$ cat src/rtl/alm_pkg.sv
package alm_pkg;
  localparam int NUM_FIELDS = 6;
  localparam int FLD_CODE_W = 3;

  typedef enum logic [FLD_CODE_W-1:0] {
    FLD_SEC   = 3'd0,
    FLD_MIN   = 3'd1,
    FLD_HOUR  = 3'd2,
    FLD_DOW   = 3'd3,
    FLD_DATE  = 3'd4,
    FLD_MONTH = 3'd5,
    FLD_CTRL  = 3'd6
  } fld_code_e;

  localparam int CTRL_REPEAT_BIT = 6;
  localparam int CTRL_INTEN_BIT  = 7;
  localparam int CTRL_MIN_W      = 8;
endpackage

$ cat src/rtl/alm_field_cmp.sv
module alm_field_cmp
  import alm_pkg::*;
#(
  parameter int DW = 8
) (
  input  logic [NUM_FIELDS-1:0][DW-1:0] live_fields,
  input  logic [NUM_FIELDS-1:0][DW-1:0] tgt_fields,
  input  logic [NUM_FIELDS-1:0]         fld_en,
  output logic                          all_hit
);
  logic [NUM_FIELDS-1:0] fld_ok;

  // A field passes when it is masked out or equals its target.
  for (genvar g = 0; g < NUM_FIELDS; g++) begin : g_fld
    assign fld_ok[g] = ~fld_en[g] | (live_fields[g] == tgt_fields[g]);
  end

  assign all_hit = &fld_ok;
endmodule

$ cat src/rtl/alm_unit.sv
module alm_unit
  import alm_pkg::*;
#(
  parameter int DW = 8
) (
  input  logic                          clk,
  input  logic                          rst_n,
  input  logic                          sec_tick,
  input  logic [NUM_FIELDS-1:0][DW-1:0] live_fields,
  input  logic                          wr_hit,
  input  logic [FLD_CODE_W-1:0]         wr_field,
  input  logic [DW-1:0]                 wr_data,
  input  logic                          clr_hit,
  output logic                          flag,
  output logic                          int_en
);
  logic [NUM_FIELDS-1:0][DW-1:0] tgt_q, tgt_d;
  logic [NUM_FIELDS-1:0]         en_q, en_d;
  logic                          rep_q, rep_d;
  logic                          inten_q, inten_d;
  logic                          armed_q, armed_d;
  logic                          flag_q, flag_d;
  logic                          all_hit;
  logic                          fire;
  logic                          ctrl_wr;

  alm_field_cmp #(.DW(DW)) u_cmp (
    .live_fields (live_fields),
    .tgt_fields  (tgt_q),
    .fld_en      (en_q),
    .all_hit     (all_hit)
  );

  assign ctrl_wr = wr_hit && (wr_field == FLD_CTRL);
  assign fire    = sec_tick && armed_q && all_hit;

  // Target field next state, one write decode per field.
  for (genvar g = 0; g < NUM_FIELDS; g++) begin : g_tgt
    always_comb begin
      tgt_d[g] = tgt_q[g];
      if (wr_hit && (wr_field == FLD_CODE_W'(g))) begin
        tgt_d[g] = wr_data;
      end
    end
  end

  always_comb begin
    en_d    = en_q;
    rep_d   = rep_q;
    inten_d = inten_q;
    if (ctrl_wr) begin
      en_d    = wr_data[NUM_FIELDS-1:0];
      rep_d   = wr_data[CTRL_REPEAT_BIT];
      inten_d = wr_data[CTRL_INTEN_BIT];
    end
  end

  // Any register write re-arms; a one-shot fire disarms.
  always_comb begin
    armed_d = armed_q;
    if (wr_hit) begin
      armed_d = 1'b1;
    end else if (fire && !rep_q) begin
      armed_d = 1'b0;
    end
  end

  // Set has priority over clear.
  always_comb begin
    flag_d = flag_q;
    if (fire) begin
      flag_d = 1'b1;
    end else if (clr_hit) begin
      flag_d = 1'b0;
    end
  end

  always_ff @(posedge clk or negedge rst_n) begin
    if (!rst_n) begin
      tgt_q   <= '0;
      en_q    <= '0;
      rep_q   <= 1'b0;
      inten_q <= 1'b0;
    end else if (wr_hit) begin
      tgt_q   <= tgt_d;
      en_q    <= en_d;
      rep_q   <= rep_d;
      inten_q <= inten_d;
    end
  end

  always_ff @(posedge clk or negedge rst_n) begin
    if (!rst_n) begin
      armed_q <= 1'b0;
      flag_q  <= 1'b0;
    end else begin
      armed_q <= armed_d;
      flag_q  <= flag_d;
    end
  end

  assign flag   = flag_q;
  assign int_en = inten_q;
endmodule

$ cat src/rtl/alm_irq_merge.sv
module alm_irq_merge #(
  parameter int NUM_ALM = 2
) (
  input  logic [NUM_ALM-1:0] flags,
  input  logic [NUM_ALM-1:0] int_en,
  output logic               irq_n
);
  logic [NUM_ALM-1:0] req;

  for (genvar g = 0; g < NUM_ALM; g++) begin : g_req
    assign req[g] = flags[g] & int_en[g];
  end

  assign irq_n = ~(|req);
endmodule

$ cat src/rtl/dual_alarm_match.sv
module dual_alarm_match
  import alm_pkg::*;
#(
  parameter int NUM_ALM = 2,
  parameter int DW      = 8,
  localparam int SELW   = (NUM_ALM > 1) ? $clog2(NUM_ALM) : 1
) (
  input  logic                  clk,
  input  logic                  rst_n,
  input  logic                  sec_tick,
  input  logic [DW-1:0]         cur_sec,
  input  logic [DW-1:0]         cur_min,
  input  logic [DW-1:0]         cur_hour,
  input  logic [DW-1:0]         cur_dow,
  input  logic [DW-1:0]         cur_date,
  input  logic [DW-1:0]         cur_month,
  input  logic                  wr_en,
  input  logic [SELW-1:0]       wr_sel,
  input  logic [FLD_CODE_W-1:0] wr_field,
  input  logic [DW-1:0]         wr_data,
  input  logic                  clr_en,
  input  logic [NUM_ALM-1:0]    clr_mask,
  output logic [NUM_ALM-1:0]    alarm_flag,
  output logic                  irq_n
);
  logic [NUM_FIELDS-1:0][DW-1:0] live_fields;
  logic [NUM_ALM-1:0]            unit_inten;

  assign live_fields[FLD_SEC]   = cur_sec;
  assign live_fields[FLD_MIN]   = cur_min;
  assign live_fields[FLD_HOUR]  = cur_hour;
  assign live_fields[FLD_DOW]   = cur_dow;
  assign live_fields[FLD_DATE]  = cur_date;
  assign live_fields[FLD_MONTH] = cur_month;

  for (genvar g = 0; g < NUM_ALM; g++) begin : g_unit
    logic wr_hit;
    logic clr_hit;
    assign wr_hit  = wr_en && (wr_sel == SELW'(g));
    assign clr_hit = clr_en && clr_mask[g];

    alm_unit #(.DW(DW)) u_unit (
      .clk         (clk),
      .rst_n       (rst_n),
      .sec_tick    (sec_tick),
      .live_fields (live_fields),
      .wr_hit      (wr_hit),
      .wr_field    (wr_field),
      .wr_data     (wr_data),
      .clr_hit     (clr_hit),
      .flag        (alarm_flag[g]),
      .int_en      (unit_inten[g])
    );
  end

  alm_irq_merge #(.NUM_ALM(NUM_ALM)) u_irq (
    .flags  (alarm_flag),
    .int_en (unit_inten),
    .irq_n  (irq_n)
  );
endmodule

$ cat config.mk
export PLATFORM = sky130hd
export DESIGN_NAME = dual_alarm_match
export DESIGN_NICKNAME = d
export VERILOG_FILES = /design/src/rtl/alm_pkg.sv /design/src/rtl/alm_field_cmp.sv /design/src/rtl/alm_unit.sv /design/src/rtl/alm_irq_merge.sv /design/src/rtl/dual_alarm_match.sv
export SDC_FILE = /design/constraint.sdc
export NUM_CORES = 1
export LEC_CHECK = 0
export BUFFER_PORTS_ARGS = -buffer_cell sky130_fd_sc_hd__buf_2
export CAP_MARGIN = 0
export CORE_ASPECT_RATIO = 1.1
export CORE_MARGIN = 2
export CORE_UTILIZATION = 55
export DETAILED_ROUTE_END_ITERATION = 7
export GPL_ROUTABILITY_DRIVEN = 0
export GPL_TIMING_DRIVEN = 0
export PLACE_DENSITY_LB_ADDON = 0.2
export SLEW_MARGIN = 40
export SYNTH_ARGS = -nofsm -noshare
export SYNTH_HDL_FRONTEND = slang
export SYNTH_HIERARCHICAL = 1
export SYNTH_SLANG_ARGS = --single-unit
$ cat constraint.sdc
create_clock -name clk -period 3.9 [get_ports clk]
set_clock_uncertainty 0.05 [all_clocks]
set_input_delay 0.195 -clock clk [delete_from_list [all_inputs] [get_ports clk]]
set_output_delay 0.195 -clock clk [all_outputs]
set_load 0.02 [all_outputs]
### Word level (Yosys, flattened, before mapping)

Index checks and enable logic that the tools add are counted.

| word-level totals | value |
|---|---|
| register bits | 116 |
| output and inout bits | 3 |

| cells by class | value |
|---|---|
| bitwise operators | 28 |
| equality and inequality tests | 18 |
| multiplexer cells | 8 |
| reductions and logical operators | 48 |

Operators with widths:

| kind | count |
|---|---|
| $eq 8x8->1 | 12 |
| $reduce_and 2->1 | 14 |
| $logic_and 1x1->1 | 24 |
| $not 1->1 | 14 |
| $or 1x1->1 | 12 |
| $reduce_and 6->1 | 2 |
| $eq 3x3->1 const B | 3 |
| $mux 1 | 8 |
| $reduce_bool 2->1 | 4 |
| $eq 3x2->1 const B | 2 |
| $eq 3x1->1 const B | 1 |
| $logic_not 3->1 | 1 |
| $and 1x1->1 | 2 |
| $logic_not 1->1 | 2 |
| $reduce_or 2->1 | 1 |

### Logic depth before layout (Yosys ltp)

| logic depth | value |
|---|---|
| depth in word-level cells | 7 |
| depth in mapped cells | 7 |
| mapped depth without buffers | 7 |

### Modules after synthesis

Netlist, hierarchy kept.

By module, submodules not included:

| module | area an instance (um2) | cells an instance | instances | sequential area each (um2) |
|---|---|---|---|---|
| alm_unit | 2225.9 | 133 | 2 | 1451.4 |
| alm_field_cmp | 556.8 | 68 | 2 | 0.0 |
| dual_alarm_match | 28.8 | 4 | 1 | 0.0 |
| alm_irq_merge | 12.5 | 1 | 1 | 0.0 |

### Worst setup path after synthesis

No wires, ideal clock.

| timing | value |
|---|---|
| kind | flip-flop to flip-flop |
| from | reg g_unit[0].u_unit/tgt_q[10] (netlist bit) |
| to | reg g_unit[0].u_unit.armed_q |
| arrival | 1403 ps |
| setup slack | 2329 ps |
| buffers on the path | 0 |
| setup time | 118 ps |
| clock period less this slack | 1571 ps |
| cell stages (with the launch flop) | 7 |
| cell sequence | dfrtp_1 -> xor2_1 -> nor4_2 -> nand2_1 -> a221oi_2 -> nand3b_1 -> a21o_1 |

| between the ends | value |
|---|---|
| word-level cells in the longest chain between the ends | 6 |

Ends and longest elaborated chain:

| element | RTL line | text |
|---|---|---|
| from (decl) | alm_unit.sv:17 | `logic [NUM_FIELDS-1:0][DW-1:0] tgt_q, tgt_d;` |
| from (signal assigned) | alm_unit.sv:85 | `tgt_q <= tgt_d;` |
| $eq 8x8->1 | alm_field_cmp.sv:15 | `assign fld_ok[g] = ~fld_en[g] \| (live_fields[g] == tgt_fields[g]);` |
| $or 1x1->1 | alm_field_cmp.sv:15 |  |
| $reduce_and 6->1 | alm_field_cmp.sv:18 | `assign all_hit = &fld_ok;` |
| named net g_unit[0].u_unit.all_hit | alm_unit.sv:23 | `logic all_hit;` |
| $logic_and 1x1->1 | alm_unit.sv:35 | `assign fire = sec_tick && armed_q && all_hit;` |
| $logic_and 1x1->1 | alm_unit.sv:63 | `end else if (fire && !rep_q) begin` |
| $reduce_bool 2->1 (no source line) | -- |  |
| to (signal assigned) | alm_unit.sv:97 | `armed_q <= armed_d;` |
| to (decl) | alm_unit.sv:21 | `logic armed_q, armed_d;` |

The timed path passes the listed nets, and every way through them passes these cells.
A chain may end at the register's enable or synchronous reset.

### Worst setup path in the final report

| timing | value |
|---|---|
| from | reg g_unit[1].u_unit/tgt_q[17] (netlist bit) |
| to | reg g_unit[1].u_unit.flag_q |

| between the ends | value |
|---|---|
| word-level cells in the longest chain between the ends | 5 |
| elaborated cells between the ends (all ways) | 6 |

Ends and longest elaborated chain:

| element | RTL line | text |
|---|---|---|
| from (decl) | alm_unit.sv:17 |  |
| from (signal assigned) | alm_unit.sv:85 |  |
| $eq 8x8->1 * | alm_field_cmp.sv:15 |  |
| $or 1x1->1 * | alm_field_cmp.sv:15 |  |
| $reduce_and 6->1 * | alm_field_cmp.sv:18 |  |
| named net g_unit[1].u_unit.all_hit | alm_unit.sv:23 |  |
| $logic_and 1x1->1 * | alm_unit.sv:35 |  |
| $mux 1 / $reduce_bool 2->1 (equally long branches) | -- |  |
| to (signal assigned) | alm_unit.sv:98 | `flag_q <= flag_d;` |
| to (decl) | alm_unit.sv:22 | `logic flag_q, flag_d;` |

The timed path passes the listed nets; every way through them passes the cells marked *.

==> results.yml <==
pwr:
  p_per_area_nw_per_um2: 579
  p_comb_frac: 0.187
  p_int_mw: 2.93
  power_switching_mw: 0.988
  clockPowerShare: 0.385
  switching_share: 0.252
  p_leak_nw: 2.93
  sequentialPowerShare: 0.428
  ir_drop_uv: 314
routing:
  drc_errors: 0
  vias: 3548
  wire_per_inst_um: 18.2
  postRouteAntennaNets: 0
  dr.pass1.iters: 4
  vias_per_cell: 5.61
  drt_wl_total_mm: 11.5
  drtIter0Drc: 157
global_route:
  grt_pass1_wl_mm: 18.4
  grt_max_degree: 77
  grt_pass1_vias: 3704
  grtUsageTotal: 0.228
  antenna_found_initial: 0
  grt.overflow.total: 0
clock_tree:
  cts_sinks: 116
  h-tree-depth: 4
  cts.clk_slew.worst_paths_ns: 0.05
  cts_buffers: 17
  clockBufferDepth: 2
  clockRootBuffer: "clkbuf_8"
  cts_tree: "done"
  clk_latency_ns: 0.52
  ctsResizeCount: 0
worst_setup_path:
  worstPathArrival_ns: 2.70
  cp_max_fo: 2
  start_kind: "register"
  critPathRequiredTime_ns: 4.30
  crit_type: "reg2reg"
  critPathCaptureType: "register"
place:
  dp_cells: 594
  placed_area_um2: 6120
  portBuffers: 66
  hpwl_mm: 7.81
layout:
  fin_cells: 632
  finish.instance_area_um2: 6770
  drive_above_1_share: 0.455
  final_cell_mix: "dfrtp_1 (116), mux2_2 (112), buf_2 (77)"
  final_common_cell: "dfrtp_1"
  syn2layout_area_growth_pct: 20.7
  finalNetCount: 566
  diodes: 0
yosys:
  syn_avg_cell_area_um2: 13.8
  synth_cell_types: 23
  synthesis.nets: 474
  yosysSeqAreaShare: 0.518
  syn_area_um2: 5610
  yosysWarnings: 6
  postSynthCellCount: 407
  synth-seq-cells: 116
floorplan:
  io_pins: 70
  rows: 38
  die_area_um2: 11000
  die-width_um: 100
  start_util: 0.567
  placeableCoreArea_um2: 9890
  die_h_um: 110
sta:
  finalHoldViolations: 0
  period_share: 0.591
  fmax_mhz: 434
  tightest_slew_ns: 0.685
  rsz0062_at_grt: "false"
  post-route-min-period_ns: 2.31
  finalSetupViolCount: 0
  slew_headroom: 0.541
  report.final.slew_viol_count: 0
  setup-tns-final_ns: 0
run:
  cap_viol_max_count: 0
outcome:
  status: "complete, no violations"
hold_path:
  hold_class: "in2async"
[per-stage QoR]
step / setup slack (ns) / util / total power [mW] / hold slack, ns
after global routing: 1.45 / 0.684 / 4.12 / 0.120
final: 1.59 / 0.684 / 3.92 / 0.109
after global placement: 1.22 / 0.616 / 2.37 / 0.408
after floorplan: 2.33 / - / 2.19 / -0.151
after detailed placement: 2.06 / 0.619 / 2.42 / 0.0522
after CTS: 1.60 / 0.684 / 3.95 / 0.106
[final timing paths]
kind	endpoint	from	slack [ns]	cells after the start
min in group clk	g_unit[0].u_unit/tgt_q[7]	wr_data[7]	0.14	2
hold / removal	g_unit[1].u_unit/tgt_q[25]	rst_n	0.11	2
max in group asynchronous	g_unit[1].u_unit/tgt_q[36]	rst_n	3.02	3
setup reg to reg	g_unit[1].u_unit/flag	g_unit[1].u_unit/tgt_q[17]	1.59	8
setup / recovery	g_unit[1].u_unit/flag	g_unit[1].u_unit/tgt_q[17]	1.59	8
hold reg to reg	g_unit[0].u_unit/armed_q	g_unit[0].u_unit/armed_q	0.43	1
[sequential cells by signal, summed over array words and instances (netlist names)]
register and cells:
g_unit.u_unit/rep_q 2, g_unit.u_unit/armed_q 2, g_unit.u_unit/int_en 2, g_unit.u_unit/en_q 12, g_unit.u_unit/flag 2, g_unit.u_unit/tgt_q 96
[cell families (layout without fill, tap and decap cells)]
family          after synthesis  count (layout)  synth area share
compound gates               15              15            0.0192
mux                         112             112             0.225
xor+xnor                     96              96             0.150
buf+inv                      16             121            0.0138
flops                       116             116             0.518
simple gates                 52              52            0.0743
[metal layers]
layer / vias up / global-route usage / wire (um)
met5: - / 0 / 0
met4: 0 / 0.0920 / 223
li1: 1645 / - / -
met3: 15 / 0.0598 / 456
met1: 1806 / 0.279 / 4910
met2: 82 / 0.384 / 5910
[cells in the mapped netlist]
cell | count | area (um^2)
dfrtp_1 | 116 | 2900
mux2_2 | 112 | 1260
xnor2_1 | 64 | 561
xor2_1 | 32 | 280
nand4_1 | 18 | 113
buf_2 | 12 | 60.1
o21ai_0 | 10 | 50.1
nand4b_1 | 6 | 52.6
nor4bb_1 | 6 | 60.1
nand2_1 | 4 | 15.0
nor4_1 | 4 | 25.0
nor4_2 | 4 | 50.1
a21o_1 | 2 | 15.0
a221oi_2 | 2 | 30.0
and2_1 | 2 | 12.5
clkbuf_2 | 2 | 10.0
inv_1 | 2 | 7.51
nand3_1 | 2 | 10.0
nand3b_1 | 2 | 15.0
nor4b_4 | 2 | 47.6
a22oi_2 | 1 | 12.5
and2_2 | 1 | 7.51
and2b_2 | 1 | 8.76
[cell type report]
cell class                 instances  area (um^2)
multi-input combinational        275         2630
fill                             736         3120
inverter                           2         7.51
clock inverter                    10          130
tap                              120          150
clock buffer                      22          453
sequential                       116         2900
buffer                            14         70.1
timing repair buffer              73          428
[repair_timing]
action                                  4_1_cts  5_1_grt
hold buffers                                  6        0
setup buffers                                 0        0
hold endpoints to repair                    120        0
endpoints found under the setup margin        0        0
[worst max-delay path: stages (launching register included)]
cell and delay [ns]:
dfrtp_1 0.40, xnor2_1 0.19, nand4_1 0.14, o21ai_0 0.27, nand4_1 0.20, a221oi_2 0.25, nand3_1 0.11, o21ai_0 0.08
dlygate4sd3_1 0.56
[power groups by stage]
| stage | combinational [mW] | clock, mW | sequential (mW) |
|---|---|---|---|
| final | 0.734 | 1.51 | 1.68 |
| after global routing | 0.809 | 1.60 | 1.71 |
| after CTS | 0.744 | 1.53 | 1.68 |
| after detailed placement | 0.723 | 0 | 1.69 |
| after global placement | 0.696 | 0 | 1.68 |
| after floorplan | 0.533 | 0 | 1.66 |
Note: power is estimated with default switching activity, not from simulation.
